==> src/rtl/rxu_pkg.sv <==
package rxu_pkg;

    // receive sequencer states
    typedef enum logic [2:0] {
        ST_IDLE    = 3'd0,
        ST_START   = 3'd1,
        ST_DATA    = 3'd2,
        ST_STOP    = 3'd3,
        ST_BRKWAIT = 3'd4
    } rx_state_e;

    // register select encoding
    localparam logic SEL_STATUS = 1'b0;
    localparam logic SEL_DATA   = 1'b1;

    // status word bit positions
    localparam int STAT_FULL_BIT = 0;
    localparam int STAT_ERR_BIT  = 1;

endpackage

==> src/rtl/rxu_sync.sv <==
module rxu_sync #(
    parameter int STAGES = 2
) (
    input  logic clk,
    input  logic rst_n,
    input  logic d_in,
    output logic d_out
);

    typedef struct packed {
        logic [STAGES-1:0] chain;
    } sync_st;

    sync_st s_d, s_q;

    generate
        if (STAGES == 1) begin : g_single
            always_comb begin
                s_d = s_q;
                s_d.chain[0] = d_in;
            end
        end else begin : g_multi
            always_comb begin
                s_d = s_q;
                s_d.chain = {s_q.chain[STAGES-2:0], d_in};
            end
        end
    endgenerate

    always_ff @(posedge clk or negedge rst_n) begin
        if (!rst_n) s_q <= '{chain: '1};
        else        s_q <= s_d;
    end

    assign d_out = s_q.chain[STAGES-1];

endmodule

==> src/rtl/rxu_frame.sv <==
module rxu_frame
    import rxu_pkg::*;
#(
    parameter int DATA_W = 8,
    parameter int OVS    = 16
) (
    input  logic              clk,
    input  logic              rst_n,
    input  logic              tick_i,
    input  logic              rx_i,
    output logic              done_o,
    output logic              bad_o,
    output logic [DATA_W-1:0] byte_o
);

    localparam int CNT_W = $clog2(OVS);
    localparam int BIT_W = (DATA_W > 1) ? $clog2(DATA_W) : 1;
    localparam logic [CNT_W-1:0] CNT_MID  = CNT_W'(OVS / 2 - 1);
    localparam logic [CNT_W-1:0] CNT_FULL = CNT_W'(OVS - 1);
    localparam logic [BIT_W-1:0] BIT_LAST = BIT_W'(DATA_W - 1);

    typedef struct packed {
        rx_state_e         state;
        logic [CNT_W-1:0]  cnt;
        logic [BIT_W-1:0]  bidx;
        logic [DATA_W-1:0] shreg;
        logic [DATA_W-1:0] dout;
        logic              done;
        logic              bad;
    } frm_st;

    frm_st f_d, f_q;

    always_comb begin
        f_d      = f_q;
        f_d.done = 1'b0;
        if (tick_i) begin
            unique case (f_q.state)
                ST_IDLE: begin
                    if (!rx_i) begin
                        f_d.state = ST_START;
                        f_d.cnt   = '0;
                    end
                end
                ST_START: begin
                    if (f_q.cnt == CNT_MID) begin
                        f_d.cnt  = '0;
                        f_d.bidx = '0;
                        f_d.state = rx_i ? ST_IDLE : ST_DATA;
                    end else begin
                        f_d.cnt = f_q.cnt + 1'b1;
                    end
                end
                ST_DATA: begin
                    if (f_q.cnt == CNT_FULL) begin
                        f_d.cnt = '0;
                        if (DATA_W > 1)
                            f_d.shreg = {rx_i, f_q.shreg[DATA_W-1:1]};
                        else
                            f_d.shreg = rx_i;
                        if (f_q.bidx == BIT_LAST) f_d.state = ST_STOP;
                        else                      f_d.bidx  = f_q.bidx + 1'b1;
                    end else begin
                        f_d.cnt = f_q.cnt + 1'b1;
                    end
                end
                ST_STOP: begin
                    if (f_q.cnt == CNT_FULL) begin
                        f_d.cnt  = '0;
                        f_d.done = 1'b1;
                        f_d.bad  = !rx_i;
                        f_d.dout = f_q.shreg;
                        if (!rx_i && (f_q.shreg == '0)) f_d.state = ST_BRKWAIT;
                        else                            f_d.state = ST_IDLE;
                    end else begin
                        f_d.cnt = f_q.cnt + 1'b1;
                    end
                end
                ST_BRKWAIT: begin
                    if (rx_i) f_d.state = ST_IDLE;
                end
                default: f_d.state = ST_IDLE;
            endcase
        end
    end

    always_ff @(posedge clk or negedge rst_n) begin
        if (!rst_n) f_q <= '{state: ST_IDLE, default: '0};
        else        f_q <= f_d;
    end

    assign done_o = f_q.done;
    assign bad_o  = f_q.bad;
    assign byte_o = f_q.dout;

    AST_DONE_ON_TICK: assert property (@(posedge clk) disable iff (!rst_n)
        done_o |-> $past(tick_i)) else $error("frame end without tick");

    AST_DONE_SINGLE: assert property (@(posedge clk) disable iff (!rst_n)
        done_o |=> !done_o) else $error("frame end lasted two cycles");

    AST_BRK_NO_START: assert property (@(posedge clk) disable iff (!rst_n)
        (f_q.state == ST_BRKWAIT && !rx_i) |=> (f_q.state == ST_BRKWAIT))
        else $error("left break wait while line low");

endmodule

==> src/rtl/rxu_regs.sv <==
module rxu_regs
    import rxu_pkg::*;
#(
    parameter int DATA_W = 8
) (
    input  logic              clk,
    input  logic              rst_n,
    input  logic              frm_done_i,
    input  logic              frm_bad_i,
    input  logic [DATA_W-1:0] frm_byte_i,
    input  logic              rd_stb_i,
    input  logic              rd_sel_i,
    input  logic              int_en_i,
    output logic [DATA_W-1:0] rd_data_o,
    output logic              irq_o
);

    typedef struct packed {
        logic [DATA_W-1:0] data;
        logic              full;
        logic              err;
        logic              armed;
    } reg_st;

    reg_st r_d, r_q;

    logic stat_rd, data_rd;

    assign stat_rd = rd_stb_i && (rd_sel_i == SEL_STATUS);
    assign data_rd = rd_stb_i && (rd_sel_i == SEL_DATA);

    always_comb begin
        r_d = r_q;
        if (stat_rd && (r_q.full || r_q.err))
            r_d.armed = 1'b1;
        if (data_rd && r_q.armed) begin
            r_d.full  = 1'b0;
            r_d.err   = 1'b0;
            r_d.armed = 1'b0;
        end
        if (frm_done_i) begin
            r_d.data  = frm_byte_i;
            r_d.full  = 1'b1;
            r_d.err   = r_d.err | frm_bad_i;
            r_d.armed = 1'b0;
        end
    end

    always_ff @(posedge clk or negedge rst_n) begin
        if (!rst_n) r_q <= '0;
        else        r_q <= r_d;
    end

    always_comb begin
        rd_data_o = '0;
        if (rd_sel_i == SEL_DATA) begin
            rd_data_o = r_q.data;
        end else begin
            rd_data_o[STAT_FULL_BIT] = r_q.full;
            rd_data_o[STAT_ERR_BIT]  = r_q.err;
        end
    end

    assign irq_o = r_q.full && int_en_i;

    AST_ERR_WITH_FRAME: assert property (@(posedge clk) disable iff (!rst_n)
        $rose(r_q.err) |-> ($past(frm_done_i) && r_q.full))
        else $error("error flag rose outside a frame end");

    AST_ERR_CLEAR_ORDER: assert property (@(posedge clk) disable iff (!rst_n)
        $fell(r_q.err) |-> $past(data_rd && r_q.armed))
        else $error("error flag cleared without armed data read");

    AST_UNARMED_KEEP: assert property (@(posedge clk) disable iff (!rst_n)
        (r_q.full && data_rd && !r_q.armed) |=> r_q.full)
        else $error("unarmed data read cleared the byte flag");

    AST_IRQ_NEEDS_FULL: assert property (@(posedge clk) disable iff (!rst_n)
        irq_o |-> (rd_data_o[STAT_FULL_BIT] || rd_sel_i == SEL_DATA))
        else $error("interrupt without a waiting byte");

endmodule

==> src/rtl/rxu_top.sv <==
module rxu_top
    import rxu_pkg::*;
#(
    parameter int DATA_W      = 8,
    parameter int OVS         = 16,
    parameter int SYNC_STAGES = 2
) (
    input  logic              clk,
    input  logic              rst_n,
    input  logic              baud_tick16,
    input  logic              rx_line,
    input  logic              rx_int_en,
    input  logic              rd_stb,
    input  logic              rd_sel,
    output logic [DATA_W-1:0] rd_data,
    output logic              rx_irq
);

    logic              rx_s;
    logic              frm_done;
    logic              frm_bad;
    logic [DATA_W-1:0] frm_byte;

    rxu_sync #(.STAGES(SYNC_STAGES)) i_sync (
        .clk   (clk),
        .rst_n (rst_n),
        .d_in  (rx_line),
        .d_out (rx_s)
    );

    rxu_frame #(.DATA_W(DATA_W), .OVS(OVS)) i_frame (
        .clk    (clk),
        .rst_n  (rst_n),
        .tick_i (baud_tick16),
        .rx_i   (rx_s),
        .done_o (frm_done),
        .bad_o  (frm_bad),
        .byte_o (frm_byte)
    );

    rxu_regs #(.DATA_W(DATA_W)) i_regs (
        .clk        (clk),
        .rst_n      (rst_n),
        .frm_done_i (frm_done),
        .frm_bad_i  (frm_bad),
        .frm_byte_i (frm_byte),
        .rd_stb_i   (rd_stb),
        .rd_sel_i   (rd_sel),
        .int_en_i   (rx_int_en),
        .rd_data_o  (rd_data),
        .irq_o      (rx_irq)
    );

endmodule

==> config.mk <==
export PLATFORM = sky130hd
export DESIGN_NAME = rxu_top
export DESIGN_NICKNAME = d
export VERILOG_FILES = /design/src/rtl/rxu_pkg.sv /design/src/rtl/rxu_sync.sv /design/src/rtl/rxu_frame.sv /design/src/rtl/rxu_regs.sv /design/src/rtl/rxu_top.sv
export SDC_FILE = /design/constraint.sdc
export NUM_CORES = 1
export LEC_CHECK = 0
export ABC_AREA = 0
export BUFFER_PORTS_ARGS = -buffer_cell sky130_fd_sc_hd__buf_4
export CAP_MARGIN = 20
export CORE_ASPECT_RATIO = 0.9
export CORE_MARGIN = 2
export CORE_UTILIZATION = 58
export DETAILED_ROUTE_END_ITERATION = 16
export GPL_TIMING_DRIVEN = 0
export PLACE_DENSITY = 0.86
export SYNTH_ARGS = -nofsm -noshare
export SYNTH_HDL_FRONTEND = slang
export SYNTH_SLANG_ARGS = --single-unit
==> constraint.sdc <==
create_clock -name clk -period 2 [get_ports clk]
set_input_delay 0.2 -clock clk [delete_from_list [all_inputs] [get_ports clk]]
set_output_delay 0.2 -clock clk [all_outputs]
set_load 0.03 [all_outputs]
==> results.cfg <==
[pwr]
peakVddDrop_mv = 0.612
p_leak_nw = 1.04
power_per_cell_area_mw_per_mm2 = 963

[logic_synthesis]
yosys.area_share.xor_xnor = 0
synth_area_leaders = dfrtp_1, mux2_2, dfstp_2
yosys_warnings = 0
synthSimpleGateAreaFrac = 0.166
async_flop_share = 1.00
ys_types = 35
synth_compound_area_frac = 0.0808
yosys-top-cells-count = dfrtp_1, mux2_2, nand2_1, and2_1, o21ai_0
synth_top_area_cell = dfrtp_1
synth-edff-count = 0
avgSynthCellArea_um2 = 12.9
netlist.area_leader.share = 0.530
post-synth-top-count-cell = dfrtp_1
synth-adder-area-share = 0.0204
synth_ff_type = dfrtp_1
syn-num-nets = 153
seq_area_frac_synth = 0.558
syn_inst = 143
syn_area_mm2 = 0.00184
synth_top_family_by_area = simple AND/OR/NAND/NOR gates
synth_mux_area_frac = 0.159
ys_seq_elements = 41

[placement]
dp_hpwl_um = 2240
port_buffers = 14
dpl.cell_count = 199
post_dp_cell_area_mm2 = 0.00200
gp_congestion = 0.816

[worst_setup_path]
path_class = reg2reg
critPathMaxFanout = 6
worstPathCellList = ha_1 > ha_1 > and4bb_2 > o2111ai_1 > nor3b_1 > a21o_1
cp-end-kind = flip-flop
critPathArrivalTime_ns = 2.14
cp_slowest_cell = dfrtp_1
cp_slowest_stage_delay_ns = 0.42
worst_ep_required_time_ns = 2.29
timing.critical_path.mode_cell = ha_1
critPathLaunchType = flip-flop

[global_route]
grt_pass1_wl_um = 5600
grt_use_met1 = 0.265
grt_pass1_vias = 1145
busiest_layer = met2
grtUsageMet3 = 0.0592
grt_max_degree = 42
antenna_found_initial = 0
gr-total-overflow = 0
track_usage = 0.206
grt.met2_usage = 0.335

[timing]
min_period_ns = 1.86
worst_pin_slew_ns = 0.573
rsz0062_at_grt = no
whs_ns = 0.0414
fin_crit_sh = 0.928
max_freq_mhz = 539
slew_headroom = 0.618
setup_viol_count_final = 0
skew_ns = 0.0120
hold_viol = 0
slew_viol_final = 0
fin_tns_setup_ns = 0

[routing]
dr.pass1.iters = 5
wirelength_um = 3300
first_iter_violations = 74
postRouteAntennaNets = 0
post_drt_wl_per_cell_um = 15.8
via_per_inst = 5.73
via_count = 1197
drc = 0

[clock_network]
clk_latency_ns = 0.35
cts-root-buf = clkbuf_4
cts_tree = built
cts.sinks = 41
numCtsBuffers = 5
clkTransAtPathRegs_ns = 0.12
ctsHtreeMaxLevel = 2
ctsResizeCount = 0
cts_buffer_depth = 2

[outcome]
outcome = completed

[layout]
area_delta_synth_final_pct = 14.2
fin_nets = 176
antenna_cells = 0
drive_above_1_share = 0.365
fin_cells = 209
final_area_mm2 = 0.00210

[job]
drv_cap = 0

[min_path]
hp-class = in2reg

[floorplan]
start_util = 0.606
core-area_mm2 = 0.00304
fp.dieW_um = 63.4
io_pins = 16
core.rowCount = 19
dieArea_mm2 = 0.00365
die_h_um = 57.5
area by class of cell:
cell class                      instances  area [um2]
Sequential cell                        41        1030
Fill cell                             238         938
Multi-Input combinational cell         96         786
Timing Repair Buffer                   16         125
Tap cell                               42        52.6
Clock inverter                          3        46.3
Clock buffer                            5        37.5
Buffer                                  5        25.0
Inverter                                1        3.75
layer usage:
metal  vias to the layer above  share of wire
met5                         -              0
met4                         0          0.030
met3                        14          0.040
met2                        31           0.51
met1                       588           0.42
li1                        564              -
per-stage QoR:
step                      power (mW)   util  setup slack (ns)
final                           2.03  0.692             0.145
after CTS                       2.04  0.692             0.145
after global placement          1.46  0.657             0.257
after global routing            2.15  0.692            0.0168
after detailed placement        1.50  0.657             0.198
after floorplan                 1.37      -             0.409
timing repair:
item	CTS	global route
hold buffers	2	0
buffers inserted	0	0
endpoints found under the hold margin	40	0
state kept, by name, indices dropped and copies added, names as in the netlist:
name / cells
i_frame.f_q: 18
i_regs.r_q: 11
i_frame.byte_o: 8
i_sync.s_q: 2
i_frame.bad_o: 1
i_frame.done_o: 1
worst max-delay path: cells and delay by family (launching register included):
| kind | cells | cell delay (ns) |
|---|---|---|
| flip-flops | 1 | 0.42 |
| AND/OR/NAND/NOR | 2 | 0.62 |
| AO/OA/AOI/OAI | 2 | 0.35 |
| adder cells (fa/ha/maj) | 2 | 0.42 |
placed cells by master, fill, tap and decap left out, types with 2 or more instances in the layout:
| master | Yosys | final |
|---|---|---|
| a21o_1 | 4 | 4 |
| a21oi_1 | 4 | 4 |
| a22o_1 | 2 | 2 |
| and2_1 | 7 | 7 |
| and4bb_2 | 2 | 2 |
| buf_2 | 2 | 2 |
| buf_4 | 1 | 15 |
| clkbuf_1 | 2 | 2 |
| clkbuf_4 | 0 | 5 |
| dfrtp_1 | 39 | 39 |
| dfstp_2 | 2 | 2 |
| dlygate4sd3_1 | 0 | 2 |
| ha_1 | 3 | 3 |
| mux2_2 | 26 | 26 |
| nand2_1 | 12 | 12 |
| nand3_1 | 3 | 3 |
| nor2_1 | 3 | 3 |
| nor2b_1 | 2 | 2 |
| nor3_1 | 3 | 3 |
| nor3b_1 | 3 | 3 |
| nor4_1 | 2 | 2 |
| o21ai_0 | 6 | 6 |
where the power goes:
group	total, mW	leakage, nW	internal [mW]	switching, mW
sequential	1.02	0.552	0.919	0.0965
combinational	0.477	0.444	0.218	0.259
clock	0.535	0.0414	0.265	0.270
total	2.03	1.04	1.40	0.626
cell families (layout without fill, tap and decap cells):
| family | count (synthesis) | count (layout) |
|---|---|---|
| simple gates | 45 | 45 |
| flops | 41 | 41 |
| compound gates | 22 | 22 |
| mux | 26 | 26 |
| buf+inv | 6 | 30 |
| fa+ha+maj | 3 | 3 |
path summary, 6_finish.rpt:
path | startpoint | end | slack (ns) | cells past startpoint
worst max register to register | i_frame.f_q[18]$_DFFE_PN0P_ | i_frame.f_q[18]$_DFFE_PN0P_ | 0.14 | 6
worst max-delay path | i_frame.f_q[18]$_DFFE_PN0P_ | i_frame.f_q[18]$_DFFE_PN0P_ | 0.14 | 6
max in group asynchronous | rst_n | i_sync.s_q[0]$_DFF_PN1_ | 1.28 | 2
min in group asynchronous | rst_n | i_regs.r_q[1]$_DFF_PN0_ | 0.34 | 2
worst min-delay path | rd_stb | i_regs.r_q[0]$_DFFE_PN0P_ | 0.04 | 2
worst min register to register | i_sync.s_q[0]$_DFF_PN1_ | i_sync.s_q[1]$_DFF_PN1_ | 0.37 | 0
(Power assumes the default switching activity.)
